### src/rtl/asram_pkg.sv
// Shared types and elaboration-time helpers for the static RAM sequencer.
// Assumes integer nanosecond timing and an integer clock period.
package asram_pkg;

    typedef enum logic [2:0] {
        ST_IDLE,
        ST_WSET,
        ST_WSTB,
        ST_WEND,
        ST_RACC,
        ST_REND,
        ST_TURN
    } seq_state_t;

    typedef struct packed {
        logic ce_n;
        logic oe_n;
        logic we_n;
        logic drv;
        logic done;
    } pin_ctl_t;

    // Cycles needed to cover a nanosecond minimum, never below one.
    function automatic int cyc_of(input int ns, input int period);
        int c;
        c = (ns + period - 1) / period;
        if (c < 1) c = 1;
        return c;
    endfunction

    // Largest of three counts.
    function automatic int max3(input int a, input int b, input int c);
        int m;
        m = a;
        if (b > m) m = b;
        if (c > m) m = c;
        return m;
    endfunction

    // Memory pin levels that belong to each phase.
    function automatic pin_ctl_t ctl_for(input seq_state_t s);
        pin_ctl_t p;
        p.ce_n = 1'b1;
        p.oe_n = 1'b1;
        p.we_n = 1'b1;
        p.drv  = 1'b0;
        p.done = 1'b0;
        case (s)
            ST_WSET: p.ce_n = 1'b0;
            ST_WSTB: begin
                p.ce_n = 1'b0;
                p.we_n = 1'b0;
                p.drv  = 1'b1;
            end
            ST_WEND: begin
                p.ce_n = 1'b0;
                p.done = 1'b1;
            end
            ST_RACC: begin
                p.ce_n = 1'b0;
                p.oe_n = 1'b0;
            end
            ST_REND: begin
                p.ce_n = 1'b0;
                p.done = 1'b1;
            end
            default: ;
        endcase
        return p;
    endfunction

endpackage

### src/rtl/asram_timer.sv
// Phase length down-counter.
// On load it takes (length - 1) and counts down to zero; last is high at zero.
// Assumes the sequencer loads it on the edge that enters a timed phase.
module asram_timer #(
    parameter int CNT_W = 2
) (
    input  logic             clk,
    input  logic             rst_n,
    input  logic             load,
    input  logic [CNT_W-1:0] load_val,
    output logic             last
);
    logic [CNT_W-1:0] cnt_q;

    // Load a phase length or count down toward zero.
    always_ff @(posedge clk) begin
        if (!rst_n)              cnt_q <= '0;
        else if (load)           cnt_q <= load_val;
        else if (cnt_q != '0)    cnt_q <= cnt_q - 1'b1;
    end

    assign last = (cnt_q == '0);
endmodule

### src/rtl/asram_rdcap.sv
// Read data capture register.
// Samples the memory bus on the strobe edge and holds the value until the next read.
// Assumes the capture strobe arrives only while output enable is still low.
module asram_rdcap #(
    parameter int DATA_W = 8
) (
    input  logic              clk,
    input  logic              rst_n,
    input  logic              capture,
    input  logic [DATA_W-1:0] din,
    output logic [DATA_W-1:0] dout
);
    // Register the bus byte at the end of the access window.
    always_ff @(posedge clk) begin
        if (!rst_n)       dout <= '0;
        else if (capture) dout <= din;
    end
endmodule

### src/rtl/asram_seq.sv
// Phase sequencer for write and read cycles.
// Latches a request in idle, steps through the setup, strobe, end and
// turnaround phases, and registers the memory pin levels of the next phase.
// Assumes WR_CYC, RD_CYC and TURN_CYC are at least 1 and fit in CNT_W bits.
module asram_seq
    import asram_pkg::*;
#(
    parameter int ADDR_W   = 15,
    parameter int DATA_W   = 8,
    parameter int WR_CYC   = 1,
    parameter int RD_CYC   = 2,
    parameter int TURN_CYC = 1,
    parameter int CNT_W    = 2
) (
    input  logic              clk,
    input  logic              rst_n,
    input  logic              req,
    input  logic              req_wr,
    input  logic [ADDR_W-1:0] req_addr,
    input  logic [DATA_W-1:0] req_wdata,
    input  logic              tmr_last,
    output logic              tmr_load,
    output logic [CNT_W-1:0]  tmr_val,
    output logic              capture,
    output pin_ctl_t          ctl_q,
    output logic [ADDR_W-1:0] addr_q,
    output logic [DATA_W-1:0] wdata_q
);
    localparam logic [CNT_W-1:0] WR_LOAD   = CNT_W'(WR_CYC - 1);
    localparam logic [CNT_W-1:0] RD_LOAD   = CNT_W'(RD_CYC - 1);
    localparam logic [CNT_W-1:0] TURN_LOAD = CNT_W'(TURN_CYC - 1);

    seq_state_t state_q, state_d;
    logic       accept;

    // Next phase, timer loads and capture strobe.
    always_comb begin
        state_d  = state_q;
        tmr_load = 1'b0;
        tmr_val  = '0;
        capture  = 1'b0;
        accept   = 1'b0;
        case (state_q)
            ST_IDLE: if (req) begin
                accept = 1'b1;
                if (req_wr) begin
                    state_d = ST_WSET;
                end else begin
                    state_d  = ST_RACC;
                    tmr_load = 1'b1;
                    tmr_val  = RD_LOAD;
                end
            end
            ST_WSET: begin
                state_d  = ST_WSTB;
                tmr_load = 1'b1;
                tmr_val  = WR_LOAD;
            end
            ST_WSTB: if (tmr_last) state_d = ST_WEND;
            ST_WEND: state_d = ST_IDLE;
            ST_RACC: if (tmr_last) begin
                capture = 1'b1;
                state_d = ST_REND;
            end
            ST_REND: begin
                state_d  = ST_TURN;
                tmr_load = 1'b1;
                tmr_val  = TURN_LOAD;
            end
            ST_TURN: if (tmr_last) state_d = ST_IDLE;
            default: state_d = ST_IDLE;
        endcase
    end

    // Phase register and registered pin levels of the phase being entered.
    always_ff @(posedge clk) begin
        if (!rst_n) begin
            state_q <= ST_IDLE;
            ctl_q   <= ctl_for(ST_IDLE);
        end else begin
            state_q <= state_d;
            ctl_q   <= ctl_for(state_d);
        end
    end

    // Hold address and write byte for the whole accepted cycle.
    always_ff @(posedge clk) begin
        if (!rst_n) begin
            addr_q  <= '0;
            wdata_q <= '0;
        end else if (accept) begin
            addr_q  <= req_addr;
            wdata_q <= req_wdata;
        end
    end
endmodule

### src/rtl/asram_port.sv
// Top of the static RAM sequencer.
// Derives phase lengths from the memory's nanosecond minima and the clock period,
// and joins the sequencer, the phase timer and the read capture register.
// Assumes an external pad joins mem_dq_o, mem_dq_oe and mem_dq_i onto the shared bus.
module asram_port
    import asram_pkg::*;
#(
    parameter int CLK_NS   = 10,
    parameter int ADDR_W   = 15,
    parameter int DATA_W   = 8,
    parameter int T_WP_NS  = 9,
    parameter int T_DW_NS  = 8,
    parameter int T_AW_NS  = 10,
    parameter int T_AA_NS  = 12,
    parameter int T_OE_NS  = 7,
    parameter int TURN_CYC = 1
) (
    input  logic              clk,
    input  logic              rst_n,
    input  logic              req,
    input  logic              req_wr,
    input  logic [ADDR_W-1:0] req_addr,
    input  logic [DATA_W-1:0] req_wdata,
    output logic              done,
    output logic [DATA_W-1:0] rd_data,
    output logic [ADDR_W-1:0] mem_addr,
    output logic              mem_ce_n,
    output logic              mem_oe_n,
    output logic              mem_we_n,
    output logic [DATA_W-1:0] mem_dq_o,
    output logic              mem_dq_oe,
    input  logic [DATA_W-1:0] mem_dq_i
);
    localparam int WR_CYC = max3(cyc_of(T_WP_NS, CLK_NS),
                                 cyc_of(T_DW_NS, CLK_NS),
                                 cyc_of(T_AW_NS, CLK_NS));
    localparam int RD_CYC = max3(cyc_of(T_AA_NS, CLK_NS),
                                 cyc_of(T_OE_NS, CLK_NS), 1);
    localparam int CNT_W  = $clog2(max3(WR_CYC, RD_CYC, TURN_CYC) + 1);

    pin_ctl_t         ctl;
    logic             tmr_load;
    logic [CNT_W-1:0] tmr_val;
    logic             tmr_last;
    logic             capture;

    asram_seq #(
        .ADDR_W(ADDR_W), .DATA_W(DATA_W), .WR_CYC(WR_CYC),
        .RD_CYC(RD_CYC), .TURN_CYC(TURN_CYC), .CNT_W(CNT_W)
    ) u_seq (
        .clk(clk), .rst_n(rst_n), .req(req), .req_wr(req_wr),
        .req_addr(req_addr), .req_wdata(req_wdata), .tmr_last(tmr_last),
        .tmr_load(tmr_load), .tmr_val(tmr_val), .capture(capture),
        .ctl_q(ctl), .addr_q(mem_addr), .wdata_q(mem_dq_o)
    );

    asram_timer #(.CNT_W(CNT_W)) u_tmr (
        .clk(clk), .rst_n(rst_n), .load(tmr_load),
        .load_val(tmr_val), .last(tmr_last)
    );

    asram_rdcap #(.DATA_W(DATA_W)) u_cap (
        .clk(clk), .rst_n(rst_n), .capture(capture),
        .din(mem_dq_i), .dout(rd_data)
    );

    assign mem_ce_n  = ctl.ce_n;
    assign mem_oe_n  = ctl.oe_n;
    assign mem_we_n  = ctl.we_n;
    assign mem_dq_oe = ctl.drv;
    assign done      = ctl.done;
endmodule

### config.mk
export PLATFORM = sky130hd
export DESIGN_NAME = asram_port
export DESIGN_NICKNAME = d
export VERILOG_FILES = /design/src/rtl/asram_pkg.sv /design/src/rtl/asram_timer.sv /design/src/rtl/asram_rdcap.sv /design/src/rtl/asram_seq.sv /design/src/rtl/asram_port.sv
export SDC_FILE = /design/constraint.sdc
export NUM_CORES = 1
export LEC_CHECK = 0
export CAP_MARGIN = 20
export CORE_MARGIN = 2
export CORE_UTILIZATION = 41
export CTS_BUF_LIST = sky130_fd_sc_hd__clkbuf_16
export CTS_CLUSTER_SIZE = 28
export DETAILED_ROUTE_END_ITERATION = 12
export PLACE_DENSITY_LB_ADDON = 0.15
export SYNTH_ARGS = -nofsm -noshare
export SYNTH_HDL_FRONTEND = slang
export SYNTH_SLANG_ARGS = --single-unit
export TNS_END_PERCENT = 100
### constraint.sdc
create_clock -name clk -period 4.2 [get_ports clk]
set_input_delay 0.84 -clock clk [delete_from_list [all_inputs] [get_ports clk]]
set_output_delay 0.84 -clock clk [all_outputs]
set_load 0.01 [all_outputs]
==> results of run 1 <==
[where the power goes]
| part | switching (mW) | internal (mW) | total (mW) | leakage, nW |
|---|---|---|---|---|
| combinational | 0.233 | 0.261 | 0.494 | 0.548 |
| clock | 0.140 | 0.214 | 0.354 | 0.0687 |
| sequential | 0.0581 | 0.468 | 0.526 | 0.336 |
[synth_stat cells, types with 2 or more instances]
cell                       instances  area share (%)
sky130_fd_sc_hd__clkbuf_1          4            0.90
sky130_fd_sc_hd__buf_6             3             2.0
sky130_fd_sc_hd__buf_2             2            0.60
sky130_fd_sc_hd__and2_1            2            0.75
sky130_fd_sc_hd__buf_4             3             1.4
sky130_fd_sc_hd__nand3b_1          2            0.90
sky130_fd_sc_hd__inv_1             3            0.68
sky130_fd_sc_hd__a21oi_1           4             1.2
sky130_fd_sc_hd__nand2_1          47              11
sky130_fd_sc_hd__dfxtp_1          41              49
sky130_fd_sc_hd__a21boi_0          3             1.4
sky130_fd_sc_hd__a21boi_1         20             9.0
sky130_fd_sc_hd__nand2b_1          3             1.1
sky130_fd_sc_hd__nor4b_1           2             1.1
sky130_fd_sc_hd__xor2_1            2             1.1
sky130_fd_sc_hd__nor2_1            6             1.4
sky130_fd_sc_hd__nor2b_1           9             3.4
sky130_fd_sc_hd__mux2i_1           8             4.8
[registers in the layout (all words and copies together), names as in the netlist]
| name | count |
|---|---|
| u_seq.wdata_q | 8 |
| u_cap.dout | 8 |
| u_seq.ctl_q | 5 |
| u_seq.state_q | 3 |
| u_seq.addr_q | 15 |
| u_tmr.cnt_q | 2 |
[cell usage in the layout, fill, tap and decap left out]
| master | n |
|---|---|
| sky130_fd_sc_hd__inv_1 | 3 |
| sky130_fd_sc_hd__nor3_4 | 1 |
| sky130_fd_sc_hd__or3_1 | 1 |
| sky130_fd_sc_hd__and3_1 | 1 |
| sky130_fd_sc_hd__clkinv_1 | 2 |
| sky130_fd_sc_hd__nand2b_1 | 3 |
| sky130_fd_sc_hd__nor4b_1 | 2 |
| sky130_fd_sc_hd__a21oi_1 | 4 |
| sky130_fd_sc_hd__a211o_1 | 1 |
| sky130_fd_sc_hd__nand2_1 | 47 |
| sky130_fd_sc_hd__dfxtp_1 | 41 |
| sky130_fd_sc_hd__nor4bb_1 | 1 |
| sky130_fd_sc_hd__clkbuf_16 | 5 |
| sky130_fd_sc_hd__and2_1 | 2 |
| sky130_fd_sc_hd__ha_1 | 1 |
| sky130_fd_sc_hd__clkdlybuf4s50_1 | 70 |
| sky130_fd_sc_hd__nand3b_1 | 2 |
| sky130_fd_sc_hd__nor4b_4 | 1 |
| sky130_fd_sc_hd__o21a_1 | 1 |
| sky130_fd_sc_hd__a21boi_1 | 20 |
| sky130_fd_sc_hd__nor2_1 | 6 |
| sky130_fd_sc_hd__buf_6 | 1 |
| sky130_fd_sc_hd__nor2b_1 | 9 |
| sky130_fd_sc_hd__nand2_4 | 1 |
| sky130_fd_sc_hd__buf_4 | 1 |
| sky130_fd_sc_hd__a21boi_0 | 3 |
| sky130_fd_sc_hd__mux2_1 | 1 |
| sky130_fd_sc_hd__nor3_1 | 1 |
| sky130_fd_sc_hd__a21o_1 | 1 |
| sky130_fd_sc_hd__a32oi_1 | 1 |
| sky130_fd_sc_hd__xor2_1 | 2 |
| sky130_fd_sc_hd__mux2i_1 | 8 |
| sky130_fd_sc_hd__and2b_1 | 1 |
| sky130_fd_sc_hd__clkinv_2 | 1 |
[through the flow]
step                power (mW)  std cells  hold slack, ps  utilization [%]
detailed placement        1.02        287             446             59.7
floorplan                0.855        178             479                -
finish                    1.37        296             450             63.5
CTS                       1.39        295             454             63.2
global placement          1.02        287             441             59.7
global route              1.47        296             480             63.5
[per-layer routing]
metal  wire, um  up-vias  global-route usage (%)
met5          0        -                       0
met1       1590      628                    18.9
met2       1670       37                    28.1
met4         55        0                    10.7
li1           -      715                       -
met3        231        5                    5.33
[logic make-up after synthesis]
| logic type | count (synthesis) |
|---|---|
| buffers and inverters | 15 |
| adders and majority gates | 1 |
| and+or+nand+nor | 79 |
| muxes | 9 |
| DFF | 41 |
| xor gates and xnor gates | 2 |
| AOI/OAI and AO/OA | 31 |
[worst max path at each step]
stage,endpoint,cells past startpoint
final,u_tmr.cnt_q[1]$_SDFFE_PN0P_,4
after global routing,u_tmr.cnt_q[0]$_SDFFE_PN0P_,4
after CTS,u_seq.addr_q[3]$_SDFFE_PN0P_,4
after detailed placement,u_seq.addr_q[2]$_SDFFE_PN0P_,4
after global placement,u_seq.addr_q[5]$_SDFFE_PN0P_,4
after floorplan,u_seq.ctl_q[2]$_SDFF_PN1_,3
[cell type report]
type | count | area [um2] | share of cell area (%)
clock buffers | 5 | 125 | 5.00
clock inverters | 3 | 12.5 | 0.500
inverters | 3 | 11.3 | 0.450
multi-input cells | 122 | 752 | 30.0
flip-flops and latches | 41 | 821 | 32.8
well taps | 50 | 62.6 | 2.50
repair buffers | 72 | 719 | 28.7
[critical path: cells and delay by family]
kind / cells / cell delay (ps)
buffers and inverters: 1 / 550
and+or+nand+nor: 3 / 1140
==> results.txt, run 1 <==
----------------------------------------------------
[Status]
  Status ... completed

[GRT]
  GRT Total Usage ... 17.0%
  Number of global-route vias before repair ... around 1300
  Pin count of the biggest net entering global routing ... 25
  Sum of overflow across all layers after global routing ... 0
  First-pass GRT wire length ... around 5600 um
  Initial antenna violation count ... 0

[STA]
  Clk_skew ... 1.64 ps
  Setup Viol. Count Final ... 0
  Time the final worst path needs with I/O delays and setup ... 2370 ps
  Slew Limit Fails ... 0
  Worst relative slew slack ... 38.3%
  Period utilisation layout ... roughly 56%
  Maximum achievable frequency ... 0.422 GHz
  Setup repair after global routing missed its margin ... no
  Post-Route Setup TNS ... 0 ps
  Number of hold violations in the final report ... 0
  Worst-margin pin slew ... 922 ps
  Fin worst setup slack ... around 1800 ps

[Place]
  Buffers on Ports ... 70
  Setup Slack @ Placement ... 1510 ps
  Placer's final routability congestion estimate ... approximately 0.73
  Instance area after placement ... 2350 um2
  Detailed Place HPWL ... around 2500 um

[Floorplan]
  Site Rows ... 23
  Floorplan die width ... 67.7 um
  Starting density of the core ... between 40 and 50%
  Area of the core ... 3940 um2
  Floorplan die area ... 4590 um2
  Vertical die dimension ... 67.7 um
  Top-Level Pins ... 71

[Critical path]
  Data required time at the worst endpoint ... 4360 ps
  Largest stage delay, worst path ... 660 ps
  Reg2Reg Depth ... 4
  CP Data Arrival Time ... 2520 ps
  Critical path launch point type ... input pin
  Critical path origin ... req
  Classification of the worst setup path ... input pin to flop
  RR Startpoint ... u_seq.state_q[1]$_SDFF_PN0_
  Capture instance of the worst register-to-register path ... u_tmr.cnt_q[1]$_SDFFE_PN0P_
  Largest fanout on the critical path ... 24
  CP max-delay cell ... sky130_fd_sc_hd__nand3b_1
  Slack of the worst reg-to-reg path ... 2240 ps
  Critical path, cell by cell ... clkdlybuf4s50_1, nand3b_1, nor2_1, nor4b_1
  CP Capture Type ... flop

[Clock network]
  Hold-fix buffer count after cts ... 0
  Number of buffers inserted during clock tree synthesis ... 5
  Clock root buffer ... sky130_fd_sc_hd__clkbuf_16
  Maximum buffer depth of the clock tree ... 2
  Count of clock tree sinks ... approximately 40
  Source-to-sink clock delay at the later pin of the worst-skew pair ... 280 ps
  Number of post-CTS setup repair buffers ... 0
  Clock H-tree levels ... 2
  Number of gates given a new drive strength after cts ... 0
  TritonCTS clock tree ... built
  Reg clk slew, reported paths ... 50 ps

[Route]
  DRC violations left ... 0
  Ratio of routed vias to standard cells ... 4.68
  WL final ... 3550 um
  Total iterations of the first detailed-routing run ... 4
  Post-DR wirelength/cell ... between 10 and 15 um
  Antenna-violating nets left ... 0
  Total via count in the routed design ... 1385
  Number of design-rule violations left by the first detailed-router iteration ... 82

[Cells and area]
  Fraction of layout instances using a drive strength above 1 ... 4.47%
  Layout-stage area growth over the synthesis result ... 50.3%
  Post-layout instance area ... 2500 um2
  Fillers ... between 300 and 400
  Antenna Cells ... 0
  Number of nets in the final layout ... 281

[Logic synthesis]
  Post-Synthesis Cell Area ... 1670 um2
  Synth Area in XOR/XNOR ... 1.05%
  Main combinational cell family by area after synthesis ... simple AND/OR/NAND/NOR gates
  Share of the synthesized area in compound gates (AO/OA/AOI/OAI) ... 13.5%
  Simple-gate portion of the synthesized area ... 24.3%
  Net count after synthesis ... 214
  Number of enable-type register cells in the synthesized netlist ... 0
  Flop and latch count out of synthesis ... 41
  Average size of a mapped cell ... 9.36 um2
  Yosys warnings ... 0
  Mux contribution to synthesized area ... 5.48%
  Asr flop ratio synth ... 0%
  Sequential area share after synthesis ... between 40% and 50%
  Unique cell type count in the Yosys netlist ... 32
  Gate count of the mapped netlist ... 178
  Most used flip-flop cell after synthesis ... sky130_fd_sc_hd__dfxtp_1
  Synth Area in Adders ... 0.751%

[Hold path]
  Hold Path Stages ... 2
  Hold path start ... u_seq.addr_q[11]$_SDFFE_PN0P_
  Terminating pin of the worst hold path ... u_seq.addr_q[11]$_SDFFE_PN0P_
  Classification of the worst-slack hold path ... flop to flop

[Pwr]
  Maximum resistive drop on vdd ... 307 uV
  Total power per unit cell area ... 549 nW/um2
  Static Leak ... 0.952 nW

[Flow run]
  Max-Cap Viols ... 0

----------------------------------------------------
Power figures use the tool's default switching activity.
==> run 2: changes to the inputs <==
==> constraint.sdc (replaced) <==
create_clock -name clk -period 2.4 [get_ports clk]
set_input_delay 0.48 -clock clk [delete_from_list [all_inputs] [get_ports clk]]
set_output_delay 0.48 -clock clk [all_outputs]
set_load 0.01 [all_outputs]
==> results.txt, run 2 (synthesized netlist as in run 1, its figures left out) <==
----------------------------------------------------
[GRT]
  Number of global-route vias before repair ... 1305 (unchanged)
  Pin count of the biggest net entering global routing ... 38 (was 25)
  First-pass GRT wire length ... 5850 um (was 5620 um)
  Initial antenna violation count ... 0 (unchanged)
  Sum of overflow across all layers after global routing ... 0 (unchanged)
  GRT Total Usage ... 17.3% (was 17.0%)

[Pwr]
  Switching share of power ... 30.2% (was 31.3%)
  Total power per unit cell area ... 997 nW/um2 (was 549 nW/um2)
  Switching component of the power ... 0.762 mW (was 0.431 mW)
  Sequential fraction of design power ... 36.6% (was 38.3%)
  Internal power ... 1.76 mW (was 0.944 mW)
  Fraction of power consumed by the clock network ... 28.9% (was 25.8%)
  Comb pwr share ... 34.5% (was 35.9%)
  Static Leak ... 0.967 nW (was 0.952 nW)
  Maximum resistive drop on vdd ... 570 uV (was 307 uV)
  Post-route total power ... 2.52 mW (was 1.37 mW)

[Clock network]
  Number of post-CTS setup repair buffers ... 0 (unchanged)
  Maximum buffer depth of the clock tree ... 2 (unchanged)
  TritonCTS clock tree ... built (unchanged)
  Count of clock tree sinks ... 41 (unchanged)
  Number of gates given a new drive strength after cts ... 0 (unchanged)
  Number of buffers inserted during clock tree synthesis ... 5 (unchanged)
  Hold-fix buffer count after cts ... 0 (unchanged)
  Clock root buffer ... sky130_fd_sc_hd__clkbuf_16 (unchanged)
  Source-to-sink clock delay at the later pin of the worst-skew pair ... 280 ps (about the same)
  Clock H-tree levels ... 2 (unchanged)
  Reg clk slew, reported paths ... 60 ps (was 50 ps)

[Route]
  DRC violations left ... 0 (unchanged)
  Post-DR wirelength/cell ... 12.1 um (was 12.0 um)
  Antenna-violating nets left ... 0 (unchanged)
  WL final ... 3580 um (was 3550 um)
  Total via count in the routed design ... 1375 (was 1385)
  Total iterations of the first detailed-routing run ... 4 (unchanged)
  Number of design-rule violations left by the first detailed-router iteration ... 58 (was 82)
  Ratio of routed vias to standard cells ... 4.65 (was 4.68)

[Floorplan]
  Starting density of the core ... 42.2% (unchanged)
  Area of the core ... 3940 um2 (unchanged)
  Floorplan die width ... 67.7 um (unchanged)
  Top-Level Pins ... 71 (unchanged)
  Floorplan die area ... 4590 um2 (unchanged)
  Vertical die dimension ... 67.7 um (unchanged)
  Site Rows ... 23 (unchanged)

[STA]
  Clk_skew ... 7.06 ps (was 1.64 ps)
  Slew Limit Fails ... 0 (unchanged)
  Post-Route Setup TNS ... 0 ps (unchanged)
  Number of hold violations in the final report ... 0 (unchanged)
  Fin worst setup slack ... 721 ps (was 1830 ps)
  Worst-margin pin slew ... 545 ps (was 922 ps)
  Setup Viol. Count Final ... 0 (unchanged)
  Time the final worst path needs with I/O delays and setup ... 1680 ps
  Worst relative slew slack ... 63.5% (was 38.3%)
  Period utilisation layout ... 70.0%
  Setup repair after global routing missed its margin ... no (unchanged)
  Maximum achievable frequency ... 0.596 GHz

[Cells and area]
  Layout-stage area growth over the synthesis result ... 51.9% (was 50.3%)
  Flip-flop count of the largest register after layout ... 15 (unchanged)
  Antenna Cells ... 0 (unchanged)
  Most common library cell in the layout ignoring fill and taps ... sky130_fd_sc_hd__clkdlybuf4s50_1 (unchanged)
  Registers with the highest flip-flop counts ... u_seq.addr_q x15, u_cap.dout x8, u_seq.wdata_q x8 (unchanged)
  Post-layout instance area ... 2530 um2 (was 2500 um2)
  Number of nets in the final layout ... 282 (was 281)
  Highest-count cells in the layout ignoring fill and taps ... 70 x sky130_fd_sc_hd__clkdlybuf4s50_1, 47 x sky130_fd_sc_hd__nand2_1, 41 x sky130_fd_sc_hd__dfxtp_1 (unchanged)
  Fraction of layout instances using a drive strength above 1 ... 5.28% (was 4.47%)
  Top reg by flops ... u_seq.addr_q (unchanged)

[Critical path]
  CP max-delay cell ... sky130_fd_sc_hd__nor3_4 (was sky130_fd_sc_hd__nand3b_1)
  Data required time at the worst endpoint ... 2570 ps (was 4360 ps)
  Number of buffer and inverter instances along the worst setup path ... 1 (unchanged)
  Capture instance of the worst register-to-register path ... u_cap.dout[6]$_SDFFE_PN0P_ (was u_tmr.cnt_q[1]$_SDFFE_PN0P_)
  Slack of the worst reg-to-reg path ... 720 ps (was 2240 ps)
  CP Data Arrival Time ... 1850 ps (was 2520 ps)
  Critical path, cell by cell ... inv_1, ha_1, nand2_4, nor3_4, mux2i_1, nor2b_1 (was clkdlybuf4s50_1, nand3b_1, nor2_1, nor4b_1)
  Critical path launch point type ... flop (was input pin)
  Cell family with the largest share of critical-path delay ... simple AND/OR/NAND/NOR gates (unchanged)
  RR Startpoint ... u_tmr.cnt_q[0]$_SDFFE_PN0P_ (was u_seq.state_q[1]$_SDFF_PN0_)
  Largest stage delay, worst path ... 440 ps (was 660 ps)
  Classification of the worst setup path ... flop to flop (was input pin to flop)
  CP Capture Type ... flop (unchanged)
  Reg2Reg Depth ... 6 (was 4)
  Largest fanout on the critical path ... 8 (was 24)

[Place]
  Detailed Place HPWL ... 2430 um (was 2460 um)
  Setup Slack @ Placement ... 454 ps (was 1510 ps)
  Placer's final routability congestion estimate ... 0.735 (was 0.733)
  Buffers on Ports ... 70 (unchanged)
  Instance area after placement ... 2370 um2 (was 2350 um2)

[Status]
  Status ... completed (unchanged)

[Flow run]
  Max-Cap Viols ... 0 (unchanged)

[Hold path]
  Terminating pin of the worst hold path ... u_seq.addr_q[6]$_SDFFE_PN0P_ (was u_seq.addr_q[11]$_SDFFE_PN0P_)
  Hold Path Stages ... 2 (unchanged)
  Classification of the worst-slack hold path ... flop to flop (unchanged)
  Hold path start ... u_seq.addr_q[6]$_SDFFE_PN0P_ (was u_seq.addr_q[11]$_SDFFE_PN0P_)

----------------------------------------------------
run 2: cell types whose count changed in the layout (fill, tap and decap cells not counted):
cell                        change
sky130_fd_sc_hd__buf_4          +2
sky130_fd_sc_hd__buf_6          -1
sky130_fd_sc_hd__bufinv_16      +1
sky130_fd_sc_hd__clkinv_1       -2
run 2: area by class of cell:
type / count / area (um2)
timing repair buffer: 73 / 723
inverter: 3 / 11.3
tap: 50 / 62.6
multi-input combinational: 122 / 752
clock inverter: 2 / 35.0
clock buffer: 5 / 125
fill: 343 / 1410
sequential: 41 / 821
run 2: worst reg2reg max path, cell delays in order (launching register included):
cell                      delay [ps]
sky130_fd_sc_hd__dfxtp_1         310
sky130_fd_sc_hd__inv_1            50
sky130_fd_sc_hd__ha_1            360
sky130_fd_sc_hd__nand2_4          90
sky130_fd_sc_hd__nor3_4          440
sky130_fd_sc_hd__mux2i_1         260
sky130_fd_sc_hd__nor2b_1          60
run 2: how the worst max path moves through the flow:
stage	from	endpoint	slack, ps	cells past startpoint
after floorplan	u_tmr.cnt_q[0]$_SDFFE_PN0P_	u_seq.ctl_q[2]$_SDFF_PN1_	920	7
after global placement	req	u_seq.ctl_q[4]$_SDFF_PN1_	470	5
after detailed placement	req	u_seq.ctl_q[2]$_SDFF_PN1_	450	4
after CTS	u_tmr.cnt_q[0]$_SDFFE_PN0P_	u_cap.dout[6]$_SDFFE_PN0P_	720	6
after global routing	u_tmr.cnt_q[0]$_SDFFE_PN0P_	u_cap.dout[2]$_SDFFE_PN0P_	600	6
final	u_tmr.cnt_q[0]$_SDFFE_PN0P_	u_cap.dout[6]$_SDFFE_PN0P_	720	6
run 2: power groups by stage:
stage | sequential (mW) | combinational, mW | clock (mW)
3_3_place_gp | 0.936 | 0.868 | 0
5_1_grt | 0.943 | 0.966 | 0.777
6_report | 0.923 | 0.871 | 0.730
4_1_cts | 0.926 | 0.880 | 0.749
3_5_place_dp | 0.938 | 0.876 | 0
2_1_floorplan | 0.943 | 0.553 | 0
run 2: layer usage:
metal	vias to the layer above	wire length (um)	track usage [%]
li1	717	-	-
met1	611	1730	22.3
met2	40	1550	26.3
met3	7	228	5.17
met4	0	74	8.42
met5	-	0	0
run 2: stage by stage:
stage | util [%] | hold WS [ps] | instances
floorplan | - | 479 | 178
global placement | 60.1 | 441 | 289
detailed placement | 60.1 | 445 | 289
CTS | 64.2 | 453 | 296
global route | 64.2 | 472 | 296
finish | 64.2 | 449 | 296
